## config.mk

```make
export PLATFORM = sky130hd
export DESIGN_NAME = irq_dispatch
export DESIGN_NICKNAME = d
export VERILOG_FILES = /design/src/rtl/icx_pkg.sv /design/src/rtl/icx_decode.sv /design/src/rtl/icx_state.sv /design/src/rtl/icx_pick.sv /design/src/rtl/irq_dispatch.sv
export SDC_FILE = /design/constraint.sdc
export NUM_CORES = 1
export LEC_CHECK = 0
export ABC_AREA = 1
export ABC_CLOCK_PERIOD_IN_PS = 13700
export BUFFER_PORTS_ARGS = -buffer_cell sky130_fd_sc_hd__clkbuf_2
export CAP_MARGIN = 20
export CORE_MARGIN = 2
export CORE_UTILIZATION = 52
export CTS_CLUSTER_DIAMETER = 60
export DETAILED_ROUTE_END_ITERATION = 8
export PLACE_DENSITY_LB_ADDON = 0.1
export SLEW_MARGIN = 40
export SYNTH_ARGS = -nofsm -noshare
export SYNTH_HDL_FRONTEND = slang
export SYNTH_SLANG_ARGS = --single-unit
```

## constraint.sdc

```tcl
create_clock -name clk -period 13.7 [get_ports clk]
set_input_delay 1.37 -clock clk [delete_from_list [all_inputs] [get_ports clk]]
set_output_delay 1.37 -clock clk [all_outputs]
set_load 0.02 [all_outputs]
```

## src/rtl/icx_pkg.sv

```systemverilog
package icx_pkg;
  localparam int ID_W    = 10;
  localparam logic [ID_W-1:0] ID_IDLE = 10'd1023;
  localparam int FIQ_LSB = 8;

  // global window offsets
  localparam int A_CTRL     = 'h000;
  localparam int A_EN_SET   = 'h030;
  localparam int A_EN_CLR   = 'h034;
  localparam int A_SRC_BASE = 'h100;
  // per-CPU window offsets
  localparam int A_ACK      = 'h044;
  localparam int A_MSK_SET  = 'h048;
  localparam int A_MSK_CLR  = 'h04C;

  typedef enum logic [2:0] {
    WR_NONE, WR_EN_SET, WR_EN_CLR, WR_MSK_SET, WR_MSK_CLR, WR_ROUTE
  } wr_op_e;

  typedef enum logic [1:0] {
    RD_ZERO, RD_CTRL, RD_ACK, RD_ROUTE
  } rd_sel_e;
endpackage

```

## src/rtl/icx_decode.sv

```systemverilog
module icx_decode
  import icx_pkg::*;
#(
  parameter int NUM_SRC = 32,
  parameter int NUM_CPU = 4,
  parameter int ADDR_W  = 12,
  parameter int SRC_W   = 5,
  parameter int CPU_W   = 2
) (
  input  logic              bus_valid,
  input  logic              bus_write,
  input  logic              bus_local,
  input  logic [CPU_W-1:0]  bus_cpu,
  input  logic [ADDR_W-1:0] bus_addr,
  input  logic [31:0]       bus_wdata,
  output wr_op_e            wr_op,
  output logic [SRC_W-1:0]  wr_idx,
  output logic [SRC_W-1:0]  route_idx,
  output logic              rd_req,
  output rd_sel_e           rd_sel
);
  logic [ADDR_W-1:0] rel;
  logic              cpu_ok;
  logic              idx_in;
  logic              win_hit;

  always_comb begin
    rel       = bus_addr - ADDR_W'(A_SRC_BASE);
    cpu_ok    = 32'(bus_cpu) < 32'(NUM_CPU);
    idx_in    = bus_wdata < 32'(NUM_SRC);
    win_hit   = (32'(bus_addr) >= 32'(A_SRC_BASE)) && (rel[1:0] == 2'b00) &&
                (32'(rel[ADDR_W-1:2]) < 32'(NUM_SRC));
    wr_idx    = bus_wdata[SRC_W-1:0];
    route_idx = rel[SRC_W+1:2];
    rd_req    = bus_valid && !bus_write;
    wr_op     = WR_NONE;
    rd_sel    = RD_ZERO;

    if (bus_valid && bus_write) begin
      if (bus_local) begin
        if (cpu_ok && idx_in) begin
          if (bus_addr == ADDR_W'(A_MSK_SET))      wr_op = WR_MSK_SET;
          else if (bus_addr == ADDR_W'(A_MSK_CLR)) wr_op = WR_MSK_CLR;
        end
      end else begin
        if (bus_addr == ADDR_W'(A_EN_SET) && idx_in)      wr_op = WR_EN_SET;
        else if (bus_addr == ADDR_W'(A_EN_CLR) && idx_in) wr_op = WR_EN_CLR;
        else if (win_hit)                                 wr_op = WR_ROUTE;
      end
    end

    if (rd_req) begin
      if (bus_local) begin
        if (cpu_ok && bus_addr == ADDR_W'(A_ACK)) rd_sel = RD_ACK;
      end else begin
        if (bus_addr == ADDR_W'(A_CTRL)) rd_sel = RD_CTRL;
        else if (win_hit)                rd_sel = RD_ROUTE;
      end
    end
  end
endmodule

```

## src/rtl/icx_state.sv

```systemverilog
module icx_state
  import icx_pkg::*;
#(
  parameter int NUM_SRC = 32,
  parameter int NUM_CPU = 4,
  parameter int SRC_W   = 5,
  parameter int CPU_W   = 2
) (
  input  logic                              clk,
  input  logic                              rst_n,
  input  wr_op_e                            wr_op,
  input  logic [SRC_W-1:0]                  wr_idx,
  input  logic [SRC_W-1:0]                  route_idx,
  input  logic [CPU_W-1:0]                  wr_cpu,
  input  logic [NUM_CPU-1:0]                wd_irq,
  input  logic [NUM_CPU-1:0]                wd_fiq,
  output logic [NUM_SRC-1:0]                en_q,
  output logic [NUM_CPU-1:0][NUM_SRC-1:0]   mask_q,
  output logic [NUM_SRC-1:0][NUM_CPU-1:0]   irq_rt_q,
  output logic [NUM_SRC-1:0][NUM_CPU-1:0]   fiq_rt_q
);
  logic [NUM_SRC-1:0]              en_d;
  logic [NUM_CPU-1:0][NUM_SRC-1:0] mask_d;
  logic [NUM_SRC-1:0][NUM_CPU-1:0] irq_rt_d;
  logic [NUM_SRC-1:0][NUM_CPU-1:0] fiq_rt_d;
  logic                            st_we;

  always_comb begin
    en_d     = en_q;
    mask_d   = mask_q;
    irq_rt_d = irq_rt_q;
    fiq_rt_d = fiq_rt_q;
    st_we    = (wr_op != WR_NONE);
    case (wr_op)
      WR_EN_SET:  en_d[wr_idx] = 1'b1;
      WR_EN_CLR:  en_d[wr_idx] = 1'b0;
      WR_MSK_SET: mask_d[wr_cpu][wr_idx] = 1'b1;
      WR_MSK_CLR: mask_d[wr_cpu][wr_idx] = 1'b0;
      WR_ROUTE: begin
        irq_rt_d[route_idx] = wd_irq;
        fiq_rt_d[route_idx] = wd_fiq;
      end
      default: ;
    endcase
  end

  always_ff @(posedge clk or negedge rst_n) begin
    if (!rst_n) begin
      en_q     <= '0;
      mask_q   <= '1;
      irq_rt_q <= '0;
      fiq_rt_q <= '0;
    end else if (st_we) begin
      en_q     <= en_d;
      mask_q   <= mask_d;
      irq_rt_q <= irq_rt_d;
      fiq_rt_q <= fiq_rt_d;
    end
  end
endmodule

```

## src/rtl/icx_pick.sv

```systemverilog
module icx_pick
  import icx_pkg::*;
#(
  parameter int NUM_SRC = 32,
  parameter int PRIV_ID = 5
) (
  input  logic [NUM_SRC-1:0] level,
  input  logic               priv,
  input  logic [NUM_SRC-1:0] en,
  input  logic [NUM_SRC-1:0] mask,
  input  logic [NUM_SRC-1:0] irq_col,
  input  logic [NUM_SRC-1:0] fiq_col,
  output logic [ID_W-1:0]    ack_id,
  output logic               want_irq,
  output logic               want_fiq
);
  // scan from the top down so the lowest eligible ID is the last one kept
  always_comb begin
    logic is_priv, live, hit_i, hit_f;
    ack_id   = ID_IDLE;
    want_irq = 1'b0;
    want_fiq = 1'b0;
    for (int s = NUM_SRC - 1; s >= 0; s--) begin
      is_priv = (s == PRIV_ID);
      live    = is_priv ? (priv & ~mask[s]) : (level[s] & en[s] & ~mask[s]);
      hit_i   = live & (is_priv | irq_col[s]);
      hit_f   = live & ~is_priv & fiq_col[s];
      if (hit_i | hit_f) ack_id = ID_W'(s);
      want_irq = want_irq | hit_i;
      want_fiq = want_fiq | hit_f;
    end
  end
endmodule

```

## src/rtl/irq_dispatch.sv

```systemverilog
module irq_dispatch
  import icx_pkg::*;
#(
  parameter int NUM_SRC = 32,
  parameter int NUM_CPU = 4,
  parameter int ADDR_W  = 12,
  parameter int PRIV_ID = 5,
  localparam int SRC_W  = (NUM_SRC > 1) ? $clog2(NUM_SRC) : 1,
  localparam int CPU_W  = (NUM_CPU > 1) ? $clog2(NUM_CPU) : 1
) (
  input  logic               clk,
  input  logic               rst_n,
  input  logic               bus_valid,
  input  logic               bus_write,
  input  logic               bus_local,
  input  logic [CPU_W-1:0]   bus_cpu,
  input  logic [ADDR_W-1:0]  bus_addr,
  input  logic [31:0]        bus_wdata,
  output logic [31:0]        bus_rdata,
  output logic               bus_rvalid,
  input  logic [NUM_SRC-1:0] src_level,
  input  logic [NUM_CPU-1:0] priv_level,
  output logic [NUM_CPU-1:0] cpu_irq,
  output logic [NUM_CPU-1:0] cpu_fiq
);
  logic rst_meta, rst_sync_n;

  always_ff @(posedge clk or negedge rst_n) begin
    if (!rst_n) {rst_sync_n, rst_meta} <= 2'b00;
    else        {rst_sync_n, rst_meta} <= {rst_meta, 1'b1};
  end

  wr_op_e                          wr_op;
  rd_sel_e                         rd_sel;
  logic [SRC_W-1:0]                wr_idx, route_idx;
  logic                            rd_req;
  logic [NUM_SRC-1:0]              en_q;
  logic [NUM_CPU-1:0][NUM_SRC-1:0] mask_q;
  logic [NUM_SRC-1:0][NUM_CPU-1:0] irq_rt_q, fiq_rt_q;
  logic [NUM_CPU-1:0][NUM_SRC-1:0] irq_col, fiq_col;
  logic [NUM_CPU-1:0][ID_W-1:0]    ack_all;
  logic [NUM_CPU-1:0]              want_irq, want_fiq;
  logic [31:0]                     rdata_d;

  icx_decode #(.NUM_SRC(NUM_SRC), .NUM_CPU(NUM_CPU), .ADDR_W(ADDR_W),
               .SRC_W(SRC_W), .CPU_W(CPU_W)) u_dec (
    .bus_valid(bus_valid), .bus_write(bus_write), .bus_local(bus_local),
    .bus_cpu(bus_cpu), .bus_addr(bus_addr), .bus_wdata(bus_wdata),
    .wr_op(wr_op), .wr_idx(wr_idx), .route_idx(route_idx),
    .rd_req(rd_req), .rd_sel(rd_sel)
  );

  icx_state #(.NUM_SRC(NUM_SRC), .NUM_CPU(NUM_CPU), .SRC_W(SRC_W),
              .CPU_W(CPU_W)) u_state (
    .clk(clk), .rst_n(rst_sync_n), .wr_op(wr_op), .wr_idx(wr_idx),
    .route_idx(route_idx), .wr_cpu(bus_cpu),
    .wd_irq(bus_wdata[NUM_CPU-1:0]), .wd_fiq(bus_wdata[FIQ_LSB +: NUM_CPU]),
    .en_q(en_q), .mask_q(mask_q), .irq_rt_q(irq_rt_q), .fiq_rt_q(fiq_rt_q)
  );

  for (genvar c = 0; c < NUM_CPU; c++) begin : g_cpu
    for (genvar s = 0; s < NUM_SRC; s++) begin : g_col
      assign irq_col[c][s] = irq_rt_q[s][c];
      assign fiq_col[c][s] = fiq_rt_q[s][c];
    end
    icx_pick #(.NUM_SRC(NUM_SRC), .PRIV_ID(PRIV_ID)) u_pick (
      .level(src_level), .priv(priv_level[c]), .en(en_q), .mask(mask_q[c]),
      .irq_col(irq_col[c]), .fiq_col(fiq_col[c]), .ack_id(ack_all[c]),
      .want_irq(want_irq[c]), .want_fiq(want_fiq[c])
    );
  end

  always_comb begin
    rdata_d = '0;
    case (rd_sel)
      RD_CTRL:  rdata_d[11:2] = ID_W'(NUM_SRC);
      RD_ACK:   rdata_d[ID_W-1:0] = ack_all[bus_cpu];
      RD_ROUTE: begin
        rdata_d[NUM_CPU-1:0]          = irq_rt_q[route_idx];
        rdata_d[FIQ_LSB +: NUM_CPU]   = fiq_rt_q[route_idx];
      end
      default: ;
    endcase
  end

  always_ff @(posedge clk or negedge rst_sync_n) begin
    if (!rst_sync_n) begin
      cpu_irq    <= '0;
      cpu_fiq    <= '0;
      bus_rvalid <= 1'b0;
      bus_rdata  <= '0;
    end else begin
      cpu_irq    <= want_irq;
      cpu_fiq    <= want_fiq;
      bus_rvalid <= rd_req;
      if (rd_req) bus_rdata <= rdata_d;
    end
  end
endmodule

```

==> results.toml, run 1 <==
[outcome]
status = "finished, final reports clean"

[logic_synthesis]
yosysSeqAreaShare_pct = 47.8
yosysWarnings = 0
synth_area_per_cell_um2 = 7.49
synth_area_leaders = "dfrtp_1 (33%), nand2_1 (17%), dfstp_2 (14%)"
synthFlopType = "dfrtp_1"
synthCells = 3098
synth_area_um2 = 23200
async_reset_ff_share_pct = 100
yosys.cell_types.count = 46
synth_top_area_cell = "dfrtp_1"
synth_edf_count = 0
synth_seq_cells = 437
synth_top_area_share_pct = 33.3

[layout]
nFillCells = 4183
drive_above_1_share_pct = 11.9
area_delta_synth_final_pct = 11.3
n_antenna_cell = 0
nets = 3228
fin_util_pct = 58.6

[timing]
min_period_over_period_pct = 39.0
slew_headroom_pct = 48.2
fin_skew_ns = 0.0332
finalHoldViolations = 0
min_period_ns = 5.35
fmaxAchievable_mhz = 187
worstMarginPinSlew_ns = 0.770
maxSlewViolCount = 0
setup_viol = 0
rsz0062_at_grt = "no"
finalSetupTns_ns = 0
fin_ws_ns = 8.35

[cts]
tritoncts = "yes"
cts_buffers = 51
clk_path_buf_depth = 3
cts_root_buffer = "clkbuf_16"
clock_latency_ns = 0.62
postCtsResizedCells = 0
cts_sinks = 437
postCtsHoldBufs = 0
htreeDepth = 2
path_clk_slew_ns = 0.06
post-cts-setup-buffer-count = 0

[global_routing]
grt_max_degree = 155
grt_usage_pct = 37.0
overflow = 0
grt_pass1_wl_mm = 129
grt_pass1_vias = 21293
antenna_found_initial = 0

[die]
initial_core_util_pct = 52.6
die_h_um = 215
rows = 77
core_um2 = 44100
die_area_um2 = 46400
num_io_pins = 128
die_w_um = 215

[placement]
hpwl_mm = 63.3
gp_congestion = 1.02
port_buffers = 106
dp_slack_ns = 7.47

[detailed_routing]
num_vias = 22354
antenna_left = 0
drc = 0
wirelength_mm = 85.8
drt_iter0_drc = 2494
via_per_inst = 5.93
drtPass1Iterations = 6
routedWlPerCell_um = 22.7

[worst_setup_path]
slowest_delay_ns = 0.63
cp_cell_sequence = "clkbuf_2 -> inv_1 -> nand2_4 -> buf_6 -> clkinv_1 -> a21oi_1 -> nor2_1 -> nand2_1 -> inv_2 -> nor3_4 -> buf_4 -> a21oi_4 -> buf_6 -> nor2_4 -> inv_2 -> nor2_1 -> mux2i_1"
end_kind = "register"
reg2reg_slack_ns = 10.26
cp_max_fo = 112
crit_path_top_delay_cell = "clkinv_1"
critPathRequiredTime_ns = 14.25
critPathArrivalTime_ns = 5.89
worstSetupStartpointType = "primary input"
crit_type = "primary input to register"

[hold_path]
min_path_type = "register to asynchronous set/reset pin"

[job]
drv_cap = 0

[power]
pwr_density_cell_nw_per_um2 = 115
leakage_nw = 12.1
p_total_w = 0.00298
ir_drop_v = 0.000104
==> power by group <==
group / total [W] / switching (W) / internal [W]
Sequential: 0.00138 / 0.0000355 / 0.00134
Combinational: 0.000279 / 0.000208 / 0.0000709
Clock: 0.00133 / 0.000559 / 0.000767
==> placed cells by master (no fill, tap or decap), types with 4 or more instances in the layout <==
cell	count
clkbuf_8	9
inv_1	163
nand3_1	104
nand2_1	1033
o22ai_1	112
nor4_2	5
mux2i_1	11
clkinv_1	5
inv_2	18
nor3_1	20
o31ai_1	73
nor2_1	292
nor2_2	6
dfstp_2	128
buf_4	15
nor4_1	18
clkbuf_1	19
nand4_1	66
dfrtp_1	308
clkbuf_2	106
clkinv_2	8
o21a_1	48
nor3_4	6
conb_1	21
clkbuf_16	52
a22oi_1	16
nor2_4	4
a21oi_1	32
o21ai_0	429
a31oi_1	8
==> cells by family after synthesis <==
logic type,after synthesis,synth area share (%)
AO/OA/AOI/OAI,734,18.2
AND/OR/NAND/NOR,1563,27.3
buffers and inverters,348,6.11
multiplexers,11,0.474
other,2,0.0323
flip-flops,437,47.8
adder cells (fa/ha/maj),3,0.162
==> critical path, delay by kind of cell <==
family | cells | cell delay (ns)
multiplexers | 1 | 0.20
AO/OA/AOI/OAI | 2 | 0.60
AND/OR/NAND/NOR | 6 | 1.10
buffers and inverters | 8 | 2.58
==> cells in the mapped netlist, types with 2 or more instances <==
| cell type | instances |
|---|---|
| buf_1 | 14 |
| nand2_1 | 1035 |
| o21ai_1 | 2 |
| nor3_2 | 3 |
| nor4_1 | 22 |
| nor3_1 | 25 |
| ha_1 | 3 |
| inv_1 | 172 |
| dfrtp_1 | 309 |
| nor2_4 | 3 |
| mux2i_1 | 11 |
| nor2_1 | 293 |
| o31ai_1 | 73 |
| or4_1 | 3 |
| a21boi_0 | 2 |
| conb_1 | 2 |
| a22oi_1 | 16 |
| dfstp_2 | 128 |
| o21a_1 | 48 |
| a21oi_1 | 32 |
| nor2_2 | 6 |
| o22ai_1 | 112 |
| o21ai_0 | 429 |
| inv_2 | 9 |
| nand3_1 | 104 |
| a31oi_1 | 8 |
| clkbuf_1 | 110 |
| o211ai_1 | 3 |
| clkinv_1 | 5 |
| nand4_1 | 66 |
| buf_4 | 23 |
| buf_2 | 13 |
==> area by class of cell <==
type	count	area, µm²	area share, %
flip-flops and latches	437	11100	42.9
repair buffers	129	800	3.09
clock buffers	80	1500	5.79
inverters	187	704	2.73
clock inverters	13	113	0.436
multi-input cells	2332	10900	42.1
well taps	592	741	2.87
==> worst paths after layout <==
| kind | start | end | depth (start not counted) |
|---|---|---|---|
| min in group clk | rst_meta$_DFF_PN0_ | rst_sync_n$_DFF_PN0_ | 0 |
| hold / removal | rst_sync_n$_DFF_PN0_ | u_state.irq_rt_q[104]$_DFFE_PN0P_ | 0 |
| setup reg to reg | register | bus_rdata[0]$_DFFE_PN0P_ | 36 |
| hold reg to reg | rst_sync_n$_DFF_PN0_ | u_state.irq_rt_q[104]$_DFFE_PN0P_ | 0 |
| setup / recovery | bus_addr[2] | register | 17 |
| max in group asynchronous | rst_sync_n$_DFF_PN0_ | asynchronous set/reset pin | 4 |
==> routing by layer <==
layer	wire length, µm	global-route usage [%]	share of wire [%]	vias to the layer above
li1	-	-	-	10434
met1	34700	48.5	40	10676
met2	38200	57.1	45	1029
met3	6560	5.93	7.7	215
met4	6340	24.0	7.4	0
met5	0	0	0	-
==> stage by stage <==
stage          instance area, µm²  hold WS, ns  instances
6_report                    25800        0.365       3770
5_1_grt                     25800        0.372       3770
4_1_cts                     25800        0.375       3768
3_5_place_dp                24200        0.367       3675
3_3_place_gp                24100        0.343       3674
2_1_floorplan               23300        0.331       3117
No activity file was read; power rests on OpenSTA's default activity.
==> inputs of run 2 (changes only) <==
ABC_CLOCK_PERIOD_IN_PS = 4900   (was 13700)
clock period = 4.9 ns   (was 13.7 ns; I/O delays follow)
==> results.toml, run 2 (same netlist as run 1, synthesis figures left out) <==
[power]
p_int_w = 0.00627
ir_drop_v = 0.000288
leakage_nw = 12.2
pwr_density_cell_nw_per_um2 = 329
p_switching_w = 0.00226
seq_power_share_pct = 45.2
power_frac_clock_pct = 45.7
combPwrFrac_pct = 9.1
swShare_pct = 26.5

[cts]
clock_latency_ns = 0.61
cts_sinks = 437
path_clk_slew_ns = 0.06
clk_path_buf_depth = 3
postCtsResizedCells = 0
post-cts-setup-buffer-count = 0
cts_root_buffer = "clkbuf_16"
cts_buffers = 49
postCtsHoldBufs = 1
tritoncts = "yes"
htreeDepth = 2

[die]
core_um2 = 44100
die_w_um = 215
die_area_um2 = 46400
rows = 77
die_h_um = 215
initial_core_util_pct = 52.6
num_io_pins = 128

[global_routing]
grtUsageMet2_pct = 56.9
use_met1_pct = 48.5
overflow = 0
grt_max_degree = 138
grt_usage_pct = 37.1
antenna_found_initial = 1
grt.busiest_layer = "met2"
grt_pass1_wl_mm = 129
use_met3_pct = 7.32
grt_pass1_vias = 21452

[timing]
min_period_ns = 3.37
fin_ws_ns = 1.53
whs_ns = 0.212
maxSlewViolCount = 0
rsz0062_at_grt = "no"
fmaxAchievable_mhz = 297
finalHoldViolations = 0
fin_skew_ns = 0.0134
slew_headroom_pct = 33.2
setup_viol = 0
min_period_over_period_pct = 68.7
worstMarginPinSlew_ns = 0.993
finalSetupTns_ns = 0

[detailed_routing]
via_per_inst = 5.99
drtPass1Iterations = 9
antenna_left = 0
num_vias = 22632
wirelength_mm = 85.9
routedWlPerCell_um = 22.7
drc = 0
drt_iter0_drc = 2800

[worst_setup_path]
slowest_delay_ns = 0.51
cp_common_cell = "nand2_1"
critPathArrivalTime_ns = 3.90
end_kind = "register"
crit_type = "register to register"
crit_path_top_delay_cell = "nor2_1"
critPathRequiredTime_ns = 5.43
cp_max_fo = 4
worstSetupStartpointType = "register"

[layout]
layout_commonest_cell = "nand2_1"
drive_above_1_share_pct = 12.2
n_antenna_cell = 0
nets = 3237
area_delta_synth_final_pct = 11.7
layout_common_cells = "nand2_1 (1033), o21ai_0 (429), dfrtp_1 (308)"

[hold_path]
min_path_type = "primary input to asynchronous set/reset pin"

[placement]
hpwl_mm = 62.6
dp_slack_ns = 0.947
port_buffers = 106
gp_congestion = 1.05

[job]
drv_cap = 0

[outcome]
status = "finished, final reports clean"
run 2: cell count changes in the layout (fill, tap and decap cells not counted), moves of 3 or more:
| cell | change |
|---|---|
| clkbuf_8 | +4 |
| clkbuf_1 | -7 |
| buf_4 | +13 |
| buf_16 | -3 |
| clkbuf_16 | -3 |
| clkinvlp_4 | +4 |
| bufinv_16 | +4 |
run 2: worst paths after layout:
path                                       from                         end  cells past startpoint  slack, ns
setup / recovery                       register    bus_rdata[0]$_DFFE_PN0P_                     34       1.53
hold / removal                            rst_n        rst_sync_n$_DFF_PN0_                      2       0.21
setup reg to reg                       register    bus_rdata[0]$_DFFE_PN0P_                     34       1.53
hold reg to reg              rst_meta$_DFF_PN0_        rst_sync_n$_DFF_PN0_                      0       0.36
max in group asynchronous  rst_sync_n$_DFF_PN0_  asynchronous set/reset pin                      1       3.31
min in group clk                      bus_write        bus_rvalid$_DFF_PN0_                      3       0.27
run 2: power by group through the flow:
stage / clock network [W] / logic [W] / registers [W]
global route: 0.00408 / 0.000844 / 0.00387
global placement: 0 / 0.000741 / 0.00391
finish: 0.00389 / 0.000777 / 0.00386
detailed placement: 0 / 0.000758 / 0.00391
CTS: 0.00394 / 0.000760 / 0.00385
floorplan: 0 / 0.000402 / 0.00394
run 2: per-layer routing:
metal | wire (µm) | share of wire [%] | vias up
met1 | 34200 | 40 | 10793
met5 | 9 | 0.010 | -
met3 | 7670 | 8.9 | 233
met4 | 6130 | 7.1 | 2
met2 | 37900 | 44 | 1148
li1 | - | - | 10456
run 2: final cells by class:
class	count	area (µm²)
fillers	4195	18200
flip-flops and latches	437	11100
multi-input cells	2332	10900
clock buffers	74	1450
repair buffers	140	833
well taps	592	741
inverters	187	704
clock inverters	18	251
run 2: through the flow:
stage,area (µm²),instances,util [%],power [W]
finish,25900,3780,58.8,0.00853
floorplan,23300,3117,-,0.00434
CTS,25900,3780,58.8,0.00855
detailed placement,24200,3687,54.9,0.00467
global route,25900,3780,58.8,0.00879
global placement,24200,3687,54.8,0.00465
run 2: worst max-delay path, delay by kind of cell (launching register included):
family	cells	cell delay, ns
compound gates	2	0.42
flops	1	0.36
simple gates	32	2.48
==> inputs of run 3 (changes only) <==
ABC_CLOCK_PERIOD_IN_PS = 3400   (was 4900)
clock period = 3.4 ns   (was 4.9 ns; I/O delays follow)
==> results.toml, run 3 (same netlist as run 1, synthesis figures left out) <==
[placement]
gp_congestion = 1.01
port_buffers = 106
hpwl_mm = 65.1
placed_cells = 3761
dp_slack_ns = 0.225

[timing]
whs_ns = 0.0625
finalHoldViolations = 0
setup_viol = 0
fin_skew_ns = 0.0201
worstMarginPinSlew_ns = 0.773
min_period_ns = 3.00
fin_ws_ns = 0.402
maxSlewViolCount = 0
min_period_over_period_pct = 88.2
rsz0062_at_grt = "no"
fmaxAchievable_mhz = 334
slew_headroom_pct = 48.4
finalSetupTns_ns = 0

[layout]
fin_util_pct = 60.2
layout_common_cells = "nand2_1 (1032), o21ai_0 (429), dfrtp_1 (308)"
n_antenna_cell = 0
area_delta_synth_final_pct = 14.4
nets = 3312
nFillCells = 4224
stdcell_count = 3856
layout_commonest_cell = "nand2_1"
multiInputGateArea_um2 = 10800
drive_above_1_share_pct = 14.1
seq_area_um2 = 11100

[detailed_routing]
num_vias = 22781
routedWlPerCell_um = 22.7
drc = 0
drt_iter0_drc = 2651
antenna_left = 0
drtPass1Iterations = 6
wirelength_mm = 87.4
via_per_inst = 5.91

[global_routing]
grt_pass1_vias = 21833
antenna_found_initial = 0
grt_usage_pct = 37.7
overflow = 0
grt_max_degree = 135
grt_pass1_wl_mm = 132

[hold_path]
min_path_type = "primary input to asynchronous set/reset pin"

[worst_setup_path]
cp_common_cell = "nand2_1"
critPathRequiredTime_ns = 3.88
crit_path_top_delay_cell = "dfrtp_1"
r2r_cells = 35
cp_max_fo = 3
crit_type = "register to register"
reg2reg_slack_ns = 0.40
end_kind = "register"
critPathArrivalTime_ns = 3.48
timing.rr.end = "bus_rdata[0]$_DFFE_PN0P_"
slowest_delay_ns = 0.35
worstSetupStartpointType = "register"

[die]
die_area_um2 = 46400
num_io_pins = 128
initial_core_util_pct = 52.6
core_um2 = 44100
die_w_um = 215
die_h_um = 215
rows = 77

[job]
drv_cap = 0

[cts]
path_clk_slew_ns = 0.06
post-cts-setup-buffer-count = 0
clk_path_buf_depth = 3
cts_buffers = 50
cts_root_buffer = "clkbuf_16"
cts_sinks = 437
clock_latency_ns = 0.61
htreeDepth = 2
tritoncts = "yes"

[outcome]
status = "finished, final reports clean"

[power]
ir_drop_v = 0.000370
leakage_nw = 12.5
pwr_density_cell_nw_per_um2 = 464
==> run 3: what timing repair did <==
action / in CTS / in global routing
resized for setup: 0 / 7
hold buffers: 1 / 0
endpoints found under the setup margin: 0 / 1
hold endpoints to repair: 2 / 0
==> run 3: worst max-delay path, delay by kind of cell (launching register included) <==
| family | cells | cell delay, ns |
|---|---|---|
| and+or+nand+nor | 33 | 2.26 |
| AOI/OAI and AO/OA | 2 | 0.26 |
| DFF | 1 | 0.35 |
==> run 3: how the worst max path moves through the flow <==
stage	cells after the start	start	to	slack [ns]
after floorplan	0	rst_sync_n$_DFF_PN0_	asynchronous set/reset pin	-0.81
after global placement	15	bus_wdata[14]	register	-0.04
after detailed placement	15	bus_wdata[31]	register	0.22
after CTS	35	register	bus_rdata[0]$_DFFE_PN0P_	0.28
after global routing	32	register	bus_rdata[0]$_DFFE_PN0P_	0.02
final	35	register	bus_rdata[0]$_DFFE_PN0P_	0.40
==> run 3: per-stage QoR <==
step                      power [W]  area, µm²
after floorplan             0.00626      23300
after global placement      0.00677      24800
after detailed placement    0.00679      24800
after CTS                    0.0123      26500
after global routing         0.0127      26600
final                        0.0123      26600
==> run 3: power by group <==
group | leakage (nW) | internal [W] | switching, W | total, W
combinational | 6.13 | 0.000325 | 0.000855 | 0.00118
sequential | 5.59 | 0.00542 | 0.000142 | 0.00556
clock | 0.830 | 0.00332 | 0.00225 | 0.00557
total | 12.5 | 0.00906 | 0.00325 | 0.0123
==> run 3: cell type report <==
class / instances / share of cell area, %
clock buffer: 78 / 5.64
clock inverter: 16 / 0.745
inverter: 187 / 2.65
multi-input combinational: 2332 / 40.7
sequential: 437 / 41.8
tap: 592 / 2.79
timing repair buffer: 214 / 5.63
==> run 3: layer usage <==
layer	up-vias	GRT usage [%]	part of all wire, %
li1	10622	-	-
met1	10802	49.2	40
met2	1105	58.2	44
met3	252	5.10	7.7
met4	0	27.1	8.4
met5	-	0	0
